## config.mk

```make
export PLATFORM = sky130hd
export DESIGN_NAME = sdram_boot_refresh
export DESIGN_NICKNAME = d
export VERILOG_FILES = /design/src/rtl/sdr_seq_pkg.sv /design/src/rtl/sdr_countdown.sv /design/src/rtl/sdr_refresh_timer.sv /design/src/rtl/sdr_cmd_encode.sv /design/src/rtl/sdram_boot_refresh.sv
export SDC_FILE = /design/constraint.sdc
export NUM_CORES = 1
export LEC_CHECK = 0
export ABC_AREA = 0
export CAP_MARGIN = 0
export CORE_MARGIN = 4
export CORE_UTILIZATION = 27
export CTS_CLUSTER_SIZE = 10
export DETAILED_ROUTE_END_ITERATION = 6
export PLACE_DENSITY = 0.52
export RECOVER_POWER = 100
export SYNTH_ARGS = -nofsm -noshare
export SYNTH_HDL_FRONTEND = slang
export SYNTH_SLANG_ARGS = --single-unit
```

## constraint.sdc

```tcl
create_clock -name clk -period 4 [get_ports clk]
set_input_delay 0.4 -clock clk [delete_from_list [all_inputs] [get_ports clk]]
set_output_delay 0.4 -clock clk [all_outputs]
set_load 0.05 [all_outputs]
```

## src/rtl/sdr_seq_pkg.sv

```systemverilog
package sdr_seq_pkg;

    typedef enum logic [2:0] {
        ST_OFF, ST_STAB, ST_PRE, ST_AREF, ST_LMR, ST_WAIT, ST_IDLE
    } seq_state_t;

    typedef enum logic [2:0] {
        CMD_INHIBIT, CMD_NOP, CMD_PRECHARGE, CMD_REFRESH, CMD_LOADMODE
    } sdr_cmd_t;

    // Mode word layout: [2:0] burst length code, [3] burst type,
    // [6:4] CAS latency, [8:7] operating mode, [9] write burst mode.
    function automatic logic [11:0] mode_word(input logic [2:0] bl_code,
                                              input logic       interleave,
                                              input logic [2:0] cas,
                                              input logic       single_wr);
        logic [11:0] w;
        w      = '0;
        w[2:0] = bl_code;
        w[3]   = interleave;
        w[6:4] = cas;
        w[9]   = single_wr;
        return w;
    endfunction

endpackage

```

## src/rtl/sdr_countdown.sv

```systemverilog
module sdr_countdown #(
    parameter int unsigned W = 8
) (
    input  logic         clk,
    input  logic         rst_n,
    input  logic         load,
    input  logic [W-1:0] load_val,
    output logic         zero
);
    logic [W-1:0] cnt_d, cnt_q;

    always_comb begin
        cnt_d = cnt_q;
        if (load)            cnt_d = load_val;
        else if (cnt_q != 0) cnt_d = cnt_q - 1'b1;
    end

    always_ff @(posedge clk or negedge rst_n) begin
        if (!rst_n) cnt_q <= '0;
        else        cnt_q <= cnt_d;
    end

    assign zero = (cnt_q == '0);
endmodule

```

## src/rtl/sdr_refresh_timer.sv

```systemverilog
module sdr_refresh_timer #(
    parameter int unsigned W      = 10,
    parameter int unsigned RELOAD = 683
) (
    input  logic clk,
    input  logic rst_n,
    input  logic run,
    output logic tick
);
    localparam logic [W-1:0] RELOAD_V = W'(RELOAD);

    logic [W-1:0] cnt_d, cnt_q;

    always_comb begin
        if (!run || cnt_q == '0) cnt_d = RELOAD_V;
        else                     cnt_d = cnt_q - 1'b1;
    end

    always_ff @(posedge clk or negedge rst_n) begin
        if (!rst_n) cnt_q <= RELOAD_V;
        else        cnt_q <= cnt_d;
    end

    assign tick = run && (cnt_q == '0);
endmodule

```

## src/rtl/sdr_cmd_encode.sv

```systemverilog
module sdr_cmd_encode
    import sdr_seq_pkg::*;
#(
    parameter int unsigned ROW_BITS  = 12,
    parameter int unsigned BANK_BITS = 2,
    parameter logic [11:0] MODE_WORD = 12'h231
) (
    input  sdr_cmd_t              cmd,
    output logic                  cke,
    output logic                  cs_n,
    output logic                  ras_n,
    output logic                  cas_n,
    output logic                  we_n,
    output logic [BANK_BITS-1:0]  ba,
    output logic [ROW_BITS-1:0]   addr
);
    // Address bit 10 selects all banks for a precharge.
    localparam logic [ROW_BITS-1:0] PRE_ALL = ROW_BITS'(1) << 10;
    localparam logic [ROW_BITS-1:0] MODE_V  = ROW_BITS'(MODE_WORD);

    always_comb begin
        cke  = 1'b1;
        {cs_n, ras_n, cas_n, we_n} = 4'b0111;
        ba   = '0;
        addr = '0;
        unique case (cmd)
            CMD_INHIBIT: begin
                cke = 1'b0;
                {cs_n, ras_n, cas_n, we_n} = 4'b1111;
            end
            CMD_PRECHARGE: begin
                {cs_n, ras_n, cas_n, we_n} = 4'b0010;
                addr = PRE_ALL;
            end
            CMD_REFRESH:  {cs_n, ras_n, cas_n, we_n} = 4'b0001;
            CMD_LOADMODE: begin
                {cs_n, ras_n, cas_n, we_n} = 4'b0000;
                addr = MODE_V;
            end
            default: ;
        endcase
    end
endmodule

```

## src/rtl/sdram_boot_refresh.sv

```systemverilog
module sdram_boot_refresh
    import sdr_seq_pkg::*;
#(
    parameter int unsigned CLK_KHZ        = 90000,
    parameter int unsigned REFRESH_NS     = 7810,
    parameter int unsigned REFRESH_MARGIN = 20,
    parameter int unsigned STAB_CYCLES    = 9000,
    parameter int unsigned T_RP           = 2,
    parameter int unsigned T_RC           = 7,
    parameter int unsigned T_MRD          = 2,
    parameter int unsigned AREF_REPEAT    = 3,
    parameter int unsigned ROW_BITS       = 12,
    parameter int unsigned BANK_BITS      = 2
) (
    input  logic                 clk,
    input  logic                 rst_n,
    output logic                 sd_cke,
    output logic                 sd_cs_n,
    output logic                 sd_ras_n,
    output logic                 sd_cas_n,
    output logic                 sd_we_n,
    output logic [BANK_BITS-1:0] sd_ba,
    output logic [ROW_BITS-1:0]  sd_addr,
    output logic                 ready,
    output logic                 busy
);
    // Refresh reload: rounded clocks per interval less a margin.
    localparam longint unsigned REF_PRODUCT =
        longint'(CLK_KHZ) * longint'(REFRESH_NS);
    localparam int unsigned REF_RELOAD =
        int'((REF_PRODUCT + 64'd500000) / 64'd1000000) - REFRESH_MARGIN;
    localparam int unsigned REF_W = $clog2(REF_RELOAD + 1);

    localparam int unsigned GAP_MAX1 = (T_RC > T_RP) ? T_RC : T_RP;
    localparam int unsigned GAP_MAX2 = (GAP_MAX1 > T_MRD) ? GAP_MAX1 : T_MRD;
    localparam int unsigned WAIT_MAX = (STAB_CYCLES > GAP_MAX2) ? STAB_CYCLES : GAP_MAX2;
    localparam int unsigned WAIT_W   = $clog2(WAIT_MAX + 1);
    localparam int unsigned AREF_W   = $clog2(AREF_REPEAT + 2);

    // A gap of T cycles is one command cycle plus T-1 NOP cycles; gaps below 2 clamp to 2.
    localparam logic [WAIT_W-1:0] STAB_LOAD = WAIT_W'(STAB_CYCLES - 1);
    localparam logic [WAIT_W-1:0] RP_GAP    = WAIT_W'((T_RP  < 2) ? 0 : T_RP  - 2);
    localparam logic [WAIT_W-1:0] RC_GAP    = WAIT_W'((T_RC  < 2) ? 0 : T_RC  - 2);
    localparam logic [WAIT_W-1:0] MRD_GAP   = WAIT_W'((T_MRD < 2) ? 0 : T_MRD - 2);

    localparam logic [11:0] MODE_WORD = mode_word(3'b001, 1'b0, 3'd3, 1'b1);

    typedef struct packed {
        seq_state_t         state;
        seq_state_t         after;
        logic [AREF_W-1:0]  aref_left;
        logic               ready;
        logic               pending;
    } ctl_t;

    ctl_t              c_q, c_d;
    sdr_cmd_t          cmd;
    logic              busy_c;
    logic              wt_load;
    logic [WAIT_W-1:0] wt_val;
    logic              wt_zero;
    logic              ref_tick;

    sdr_countdown #(.W(WAIT_W)) u_wait (
        .clk      (clk),
        .rst_n    (rst_n),
        .load     (wt_load),
        .load_val (wt_val),
        .zero     (wt_zero)
    );

    sdr_refresh_timer #(.W(REF_W), .RELOAD(REF_RELOAD)) u_ref (
        .clk   (clk),
        .rst_n (rst_n),
        .run   (c_q.ready),
        .tick  (ref_tick)
    );

    always_comb begin
        c_d       = c_q;
        cmd       = CMD_NOP;
        busy_c    = 1'b0;
        wt_load   = 1'b0;
        wt_val    = '0;
        c_d.pending = c_q.pending | ref_tick;
        unique case (c_q.state)
            ST_OFF: begin
                cmd       = CMD_INHIBIT;
                wt_load   = 1'b1;
                wt_val    = STAB_LOAD;
                c_d.state = ST_STAB;
            end
            ST_STAB: if (wt_zero) c_d.state = ST_PRE;
            ST_PRE: begin
                cmd       = CMD_PRECHARGE;
                busy_c    = 1'b1;
                wt_load   = 1'b1;
                wt_val    = RP_GAP;
                c_d.state = ST_WAIT;
                c_d.after = ST_AREF;
            end
            ST_AREF: begin
                cmd       = CMD_REFRESH;
                busy_c    = 1'b1;
                wt_load   = 1'b1;
                wt_val    = RC_GAP;
                c_d.state = ST_WAIT;
                if (c_q.aref_left != '0) begin
                    c_d.after     = ST_AREF;
                    c_d.aref_left = c_q.aref_left - 1'b1;
                end else begin
                    c_d.after = c_q.ready ? ST_IDLE : ST_LMR;
                end
            end
            ST_LMR: begin
                cmd       = CMD_LOADMODE;
                busy_c    = 1'b1;
                wt_load   = 1'b1;
                wt_val    = MRD_GAP;
                c_d.state = ST_WAIT;
                c_d.after = ST_IDLE;
            end
            ST_WAIT: begin
                busy_c = 1'b1;
                if (wt_zero) begin
                    c_d.state = c_q.after;
                    if (c_q.after == ST_IDLE) c_d.ready = 1'b1;
                end
            end
            ST_IDLE: if (c_q.pending) begin
                c_d.pending   = ref_tick;
                c_d.state     = ST_PRE;
                c_d.aref_left = '0;
            end
            default: c_d.state = ST_OFF;
        endcase
    end

    always_ff @(posedge clk or negedge rst_n) begin
        if (!rst_n) begin
            c_q.state     <= ST_OFF;
            c_q.after     <= ST_OFF;
            c_q.aref_left <= AREF_W'(AREF_REPEAT);
            c_q.ready     <= 1'b0;
            c_q.pending   <= 1'b0;
        end else begin
            c_q <= c_d;
        end
    end

    sdr_cmd_encode #(
        .ROW_BITS  (ROW_BITS),
        .BANK_BITS (BANK_BITS),
        .MODE_WORD (MODE_WORD)
    ) u_enc (
        .cmd   (cmd),
        .cke   (sd_cke),
        .cs_n  (sd_cs_n),
        .ras_n (sd_ras_n),
        .cas_n (sd_cas_n),
        .we_n  (sd_we_n),
        .ba    (sd_ba),
        .addr  (sd_addr)
    );

    assign ready = c_q.ready;
    assign busy  = busy_c;
endmodule

```

---- Word-level counts from Yosys, hierarchy flattened ----
Index checks and enable logic that the tools add are counted.
storage, ports and cells
  flip-flop bits (word level) ............. 35
  bits of input ports ..................... 2
  output and inout bits ................... 21
  word-level logic and storage cells ...... 71
cells by class
  $add $sub $neg .......................... 3
  eq/ne operators ......................... 14
  muxes and demuxes ....................... 25
  bitwise gates (word level) .............. 1
  reductions and logical operators ........ 21
operators by type and width
  operator               number
  $mux 14                2
  $pmux 14 s2            1
  $pmux 11 s2            1
  $mux 3                 6
  $eq 3x3->1 const B     5
  $pmux 3 s5             1
  $logic_not 14->1       1
  $reduce_bool 14->1     1
  $sub 14x1->14 const B  1
  $eq 3x2->1 const B     4
  $pmux 3 s4             1
  $logic_not 10->1       1
  $mux 10                1
  $sub 10x1->10 const B  1
  $mux 1                 9
  $pmux 3 s3             1
  $reduce_and 3->1       3
  $reduce_or 4->1        2
  $logic_not 3->1        2
  $pmux 3 s2             1
  $reduce_bool 3->1      2
  $reduce_or 3->1        2
  $ne 2x1->1 const B     2
  $ne 2x2->1 const B     2
  other kinds (9)        11

---- Depth between registers and ports, before layout ----
  depth in word-level cells ............... 5
  gate-level depth with buffers ........... 8
  depth with buffers taken out ............ 7

---- By module ----
From an unflattened synthesis, not the netlist that was laid out.
second synthesis, totals
  cell total of the unflattened synthesis .. 223
  area total of the unflattened synthesis .. 2177.1 um^2
modules (own cells, without submodules)
  module              times used  cells an instance  area each (um^2)  sequential area each (um^2)
  sdr_countdown       1           77                 825.8             350.3
  sdram_boot_refresh  1           69                 654.4             277.8
  sdr_refresh_timer   1           55                 533.0             257.7
  sdr_cmd_encode      1           22                 163.9             0.0

---- Worst setup path before layout ----
Ideal clock, no wire load.
  path type ............................... reg-to-output
  start point ............................. register c_q[9] (netlist bit)
  end point ............................... output port sd_we_n
  arrival ................................. 2.499 ns
  data required time ...................... 3.600 ns
  slack ................................... 1.101 ns
  cell stages (with the launch flop) ...... 4
  buffers on the path ..................... 1
  cells stage by stage .................... dfrtp_1 > clkbuf_1 > nor3b_1 > nor2_1
on the way
  word-level cells in the longest chain between the ends .. 5
  elaborated cells on any way between the ends .. 9
  those cells by class .................... 5 x eq/ne; 2 x mux; 2 x reduce/logical
RTL lines
  what                                             line                      source
  start, declared                                  sdram_boot_refresh.sv:56  ctl_t c_q, c_d;
  $eq 3x3->1, or another cell as far along         sdram_boot_refresh.sv:86  unique case (c_q.state)
  $pmux 3 s4 (*)                                   sdram_boot_refresh.sv:86
  $eq 3x2->1 / $eq 3x3->1 (equally long branches)  sdr_cmd_encode.sv:26      unique case (cmd)
  $reduce_or 2->1 (no source line) (*)             --
  $mux 1 (*)                                       sdr_cmd_encode.sv:26
  end, declared                                    sdram_boot_refresh.sv:21  output logic sd_we_n,
Mark *: on every way between the ends. The rest lies on a longest branch, timed or not.

---- Final worst setup path ----
  start point ............................. register c_q[9] (netlist bit)
  end point ............................... output port sd_addr[0]
on the way
  word-level cells in the longest chain between the ends .. 4
  elaborated cells on any way between the ends .. 8
  those cells by class .................... 5 x eq/ne; 2 x mux; 1 x reduce/logical
RTL lines
  what                                             line                      source
  $eq 3x3->1, or another cell as far along         sdram_boot_refresh.sv:86
  $pmux 3 s4 (*)                                   sdram_boot_refresh.sv:86
  $eq 3x3->1 / $eq 3x2->1 (equally long branches)  sdr_cmd_encode.sv:26
  $pmux 11 s2 (*)                                  sdr_cmd_encode.sv:26
  end, declared                                    sdram_boot_refresh.sv:23  output logic [ROW_BITS-1:0] sd_addr,
Marked as above.

==> summary.md <==
| Metric | Value |
|---|---|
| Maximum number of pins on one net before global-route repair | 36 |
| RSZ-0062 raised after global routing | no |
| Count of input and output buffers | 13 |
| Min cycle time layout | 2.79 ns |
| Non-filler cells in the finished layout | between 300 and 400 |
| Placeable core area | about 7000 um^2 |
| Fraction of layout instances using a drive strength above 1 | between 8 and 9% |
| Area of the multi-input gates | 963 um^2 |
| CTS sink cnt | 35 |
| Final setup fails | 0 |
| Clock tree from TritonCTS | built |
| Avg Inst Size Synth | 8.98 um^2 |
| Slew Limit Headroom | -26.4% |
| EDFF count, synth | 0 |
| Seq/Total Area, Yosys | 44.4% |
| Worst clock skew | 0.00578 ns |
| Leading cell type in the layout, fill and taps excluded | sky130_fd_sc_hd__nand2_1 |
| RD Place Congestion | 0.780 |
| Kind of path behind the tightest hold check | reg -> reg |
| Met1 routed wirelength after detailed routing | 2.09 mm |
| Final hold violation count | 0 |
| Final total negative setup slack | 0 ns |
| Maximum capacitance violations | 1 |
| WP data required | 3.60 ns |
| Transition time at the pin with the least slew margin | 1.90 ns |
| Htree depth | 2 |
| Length of routed met3 wiring | 185 um |
| Top FF cell, synth | sky130_fd_sc_hd__dfrtp_1 |
| Total net switching power | ~170 uW |
| Die ar. | 8830 um^2 |
| Post-CTS setup repair buffer count | 0 |
| Row cnt | 31 |
| Final core utilization | between 30% and 40% |
| Remaining global-route overflow | 0 |
| Mapped Cells | between 200 and 250 |
| Vias in the first global route | 1457 |
| Area share of the largest cell type after synthesis | 33.9% |
| Clk network pwr share | about two fifths |
| Register-to-Register Setup Slack | 1.76 ns |
| Sequential fraction of design power | 55.2% |
| Average detailed-routed wire length per instance | between 10 and 15 um |
| Top-level I/O count | 23 |
| Cell at the root of the clock tree | sky130_fd_sc_hd__clkbuf_8 |
| Library cell with the largest summed area after synthesis | sky130_fd_sc_hd__dfrtp_1 |
| FFs w/ async S/R, synth | 100% |
| Reg clk slew, reported paths | 0.08 ns |
| Total Power | 642 uW |
| Maximum clock frequency | 0.359 GHz |
| Proportion of power drawn by combinational gates | 4.1% |
| Worst-case reg-to-reg path depth | 5 |
| Distinct cell type count of the synthesized netlist | 46 |
| Number of cells in the design after placement | 325 |
| PwrDens | 288 nW/um^2 |
| Router iterations before antenna repair | 4 |
| Sequential cell area in the final layout | about 900 um^2 |
| Number of synthesized register bits | 35 |
| Initial antenna violation count | 0 |
| Clock network latency to the later pin of the worst-skew pair | 0.29 ns |
| Launching element type of the critical path | flop |
| Arrival time at the worst endpoint | 2.39 ns |
| Maximum buffer depth of the clock tree | 2 |
| Met2 Routed Length | 1.70 mm |
| # DRC | 0 |
| Largest fanout of any net on the critical path | 16 |
| Height of the chip | 93.9 um |
| Start point of the critical path | c_q[9]$_DFFE_PN0P_ |
| Result of the run | finished, violations left |
| Count of routing violations after the opening detailed-route iteration | 72 |
| Worst reg2reg endpoint | u_wait.cnt_q[11]$_DFFE_PN0P_ |
| Worst voltage drop across the vdd grid | 0.158 mV |
| Switching Fraction | 25.8% |
| Most used cells in the layout excluding fill and tap cells | sky130_fd_sc_hd__nand2_1, sky130_fd_sc_hd__dfrtp_1, sky130_fd_sc_hd__nor2_1 |
| Horiz. Die Dim | 93.9 um |
| Total routing resource utilization after global routing | 9.77% |
| Start of the worst register-to-register path | u_wait.cnt_q[2]$_DFFE_PN0P_ |
| Filler cell count in the final layout | 784 |
| Violations in the final reports | max-capacitance violations, max-slew violations |
| Max-slew violation count | 36 |
| Cell Int Power | 476 uW |
| Area growth from synthesis to layout | 11.8% |
| Setup Crit Path Kind | reg -> out |
| Total number of yosys warnings | 0 |
| Final layout net count | between 200 and 250 |
| Top area cells in the synthesized netlist | sky130_fd_sc_hd__dfrtp_1, sky130_fd_sc_hd__dfstp_2, sky130_fd_sc_hd__nand2_1, sky130_fd_sc_hd__buf_4, sky130_fd_sc_hd__o21ai_0 |
| Total wire length after detailed routing | 4.03 mm |
| Critical Path Sink Type | output port |
| Final clock period utilization by the worst path | 69.7% |
| Post-Syn Area | roughly 2000 um^2 |
| Post-CTS resize count | 0 |
| End of the critical path | sd_addr[0] |
| Via count | ~1.5k |
| Top layer used by detailed routing | met4 |
| Post-DP HPWL | 2.78 mm |
| TritonCTS Buffers | 5 |
| Global-route wire length before repair | 6.78 mm |
| Number of diodes added for antenna fixing | 0 |
| Worst hold slack after final layout | 0.468 ns |
| Routed vias/inst | roughly 4.6 |
| Static leakage power | between 0.9 and 1 nW |
| Initial standard-cell utilization of the core | 27.6% |
| Post-CTS Hold Fix Bufs | 0 |
| ANT nets after route | 0 |
worst min path at each step:
stage / start / endpoint / slack (ns) / cells past startpoint
2_1_floorplan: rst_n / c_q[0]$_DFF_PN0_ / 0.10 / 0
3_3_place_gp: u_ref.cnt_q[0]$_DFF_PN1_ / u_ref.cnt_q[0]$_DFF_PN1_ / 0.44 / 1
3_5_place_dp: u_ref.cnt_q[0]$_DFF_PN1_ / u_ref.cnt_q[0]$_DFF_PN1_ / 0.44 / 1
4_1_cts: u_ref.cnt_q[0]$_DFF_PN1_ / u_ref.cnt_q[0]$_DFF_PN1_ / 0.46 / 1
5_1_grt: c_q[3]$_DFFE_PN1P_ / c_q[3]$_DFFE_PN1P_ / 0.53 / 2
6_report: u_ref.cnt_q[0]$_DFF_PN1_ / u_ref.cnt_q[0]$_DFF_PN1_ / 0.47 / 1
critical path, stage by stage (launching register included):
cell and delay [ns]:
sky130_fd_sc_hd__dfrtp_1 0.54, sky130_fd_sc_hd__nand2b_1 0.23, sky130_fd_sc_hd__nor2_1 0.37, sky130_fd_sc_hd__dlygate4sd3_1 0.95
cell families (layout without fill, tap and decap cells):
kind of cell	after synthesis	count (layout)	share of synthesized area, %
XOR/XNOR	12	12	5.27
other	1	9	0.188
flip-flops	35	35	44.4
buffers and inverters	27	31	7.84
multiplexers	1	1	0.502
AO/OA/AOI/OAI	49	49	15.4
adder cells (fa/ha/maj)	4	4	2.51
AND/OR/NAND/NOR	93	93	23.8
sequential cells by signal, indices dropped and copies added, names as in the netlist:
signal,cells
u_wait.cnt_q,14
ready,1
u_ref.cnt_q,10
c_q,10
Yosys cell counts, types with 2 or more instances:
master / instances
sky130_fd_sc_hd__nand2_1: 34
sky130_fd_sc_hd__dfrtp_1: 27
sky130_fd_sc_hd__nor2_1: 21
sky130_fd_sc_hd__o21ai_0: 17
sky130_fd_sc_hd__a21oi_1: 12
sky130_fd_sc_hd__buf_4: 12
sky130_fd_sc_hd__inv_1: 9
sky130_fd_sc_hd__dfstp_2: 8
sky130_fd_sc_hd__nand3_1: 7
sky130_fd_sc_hd__xnor2_1: 7
sky130_fd_sc_hd__o22ai_1: 6
sky130_fd_sc_hd__clkbuf_1: 5
sky130_fd_sc_hd__nor2b_1: 5
sky130_fd_sc_hd__xor2_1: 5
sky130_fd_sc_hd__ha_1: 4
sky130_fd_sc_hd__nand2b_1: 4
sky130_fd_sc_hd__nor3_1: 4
sky130_fd_sc_hd__nor4_1: 3
sky130_fd_sc_hd__a31oi_1: 2
sky130_fd_sc_hd__and3_1: 2
sky130_fd_sc_hd__nor3b_1: 2
sky130_fd_sc_hd__o211ai_1: 2
layer usage:
layer  global-route usage, %  vias up
met5                       0        -
met3                    2.24        5
met2                    14.3       37
met4                    3.97        0
met1                    13.8      721
li1                        -      764
power groups by stage:
stage / Combinational (mW) / Clock [mW] / Sequential, mW
2_1_floorplan: 0.0252 / 0 / 0.361
3_3_place_gp: 0.0275 / 0 / 0.361
3_5_place_dp: 0.0274 / 0 / 0.361
4_1_cts: 0.0274 / 0.276 / 0.354
5_1_grt: 0.0285 / 0.291 / 0.354
6_report: 0.0260 / 0.262 / 0.354
cell type report:
class	instances	area share [%]
Tap cell	99	5.56
Timing Repair Buffer	14	6.00
Multi-Input combinational cell	168	43.2
Clock inverter	3	0.898
Clock buffer	5	3.09
Sequential cell	35	39.7
Inverter	9	1.52
metrics by stage:
step	worst slack [ns]	area [um^2]
floorplan	1.10	2020
global placement	1.57	2160
detailed placement	1.54	2160
CTS	1.19	2250
global route	1.05	2230
finish	1.21	2230
(Power assumes the default switching activity.)
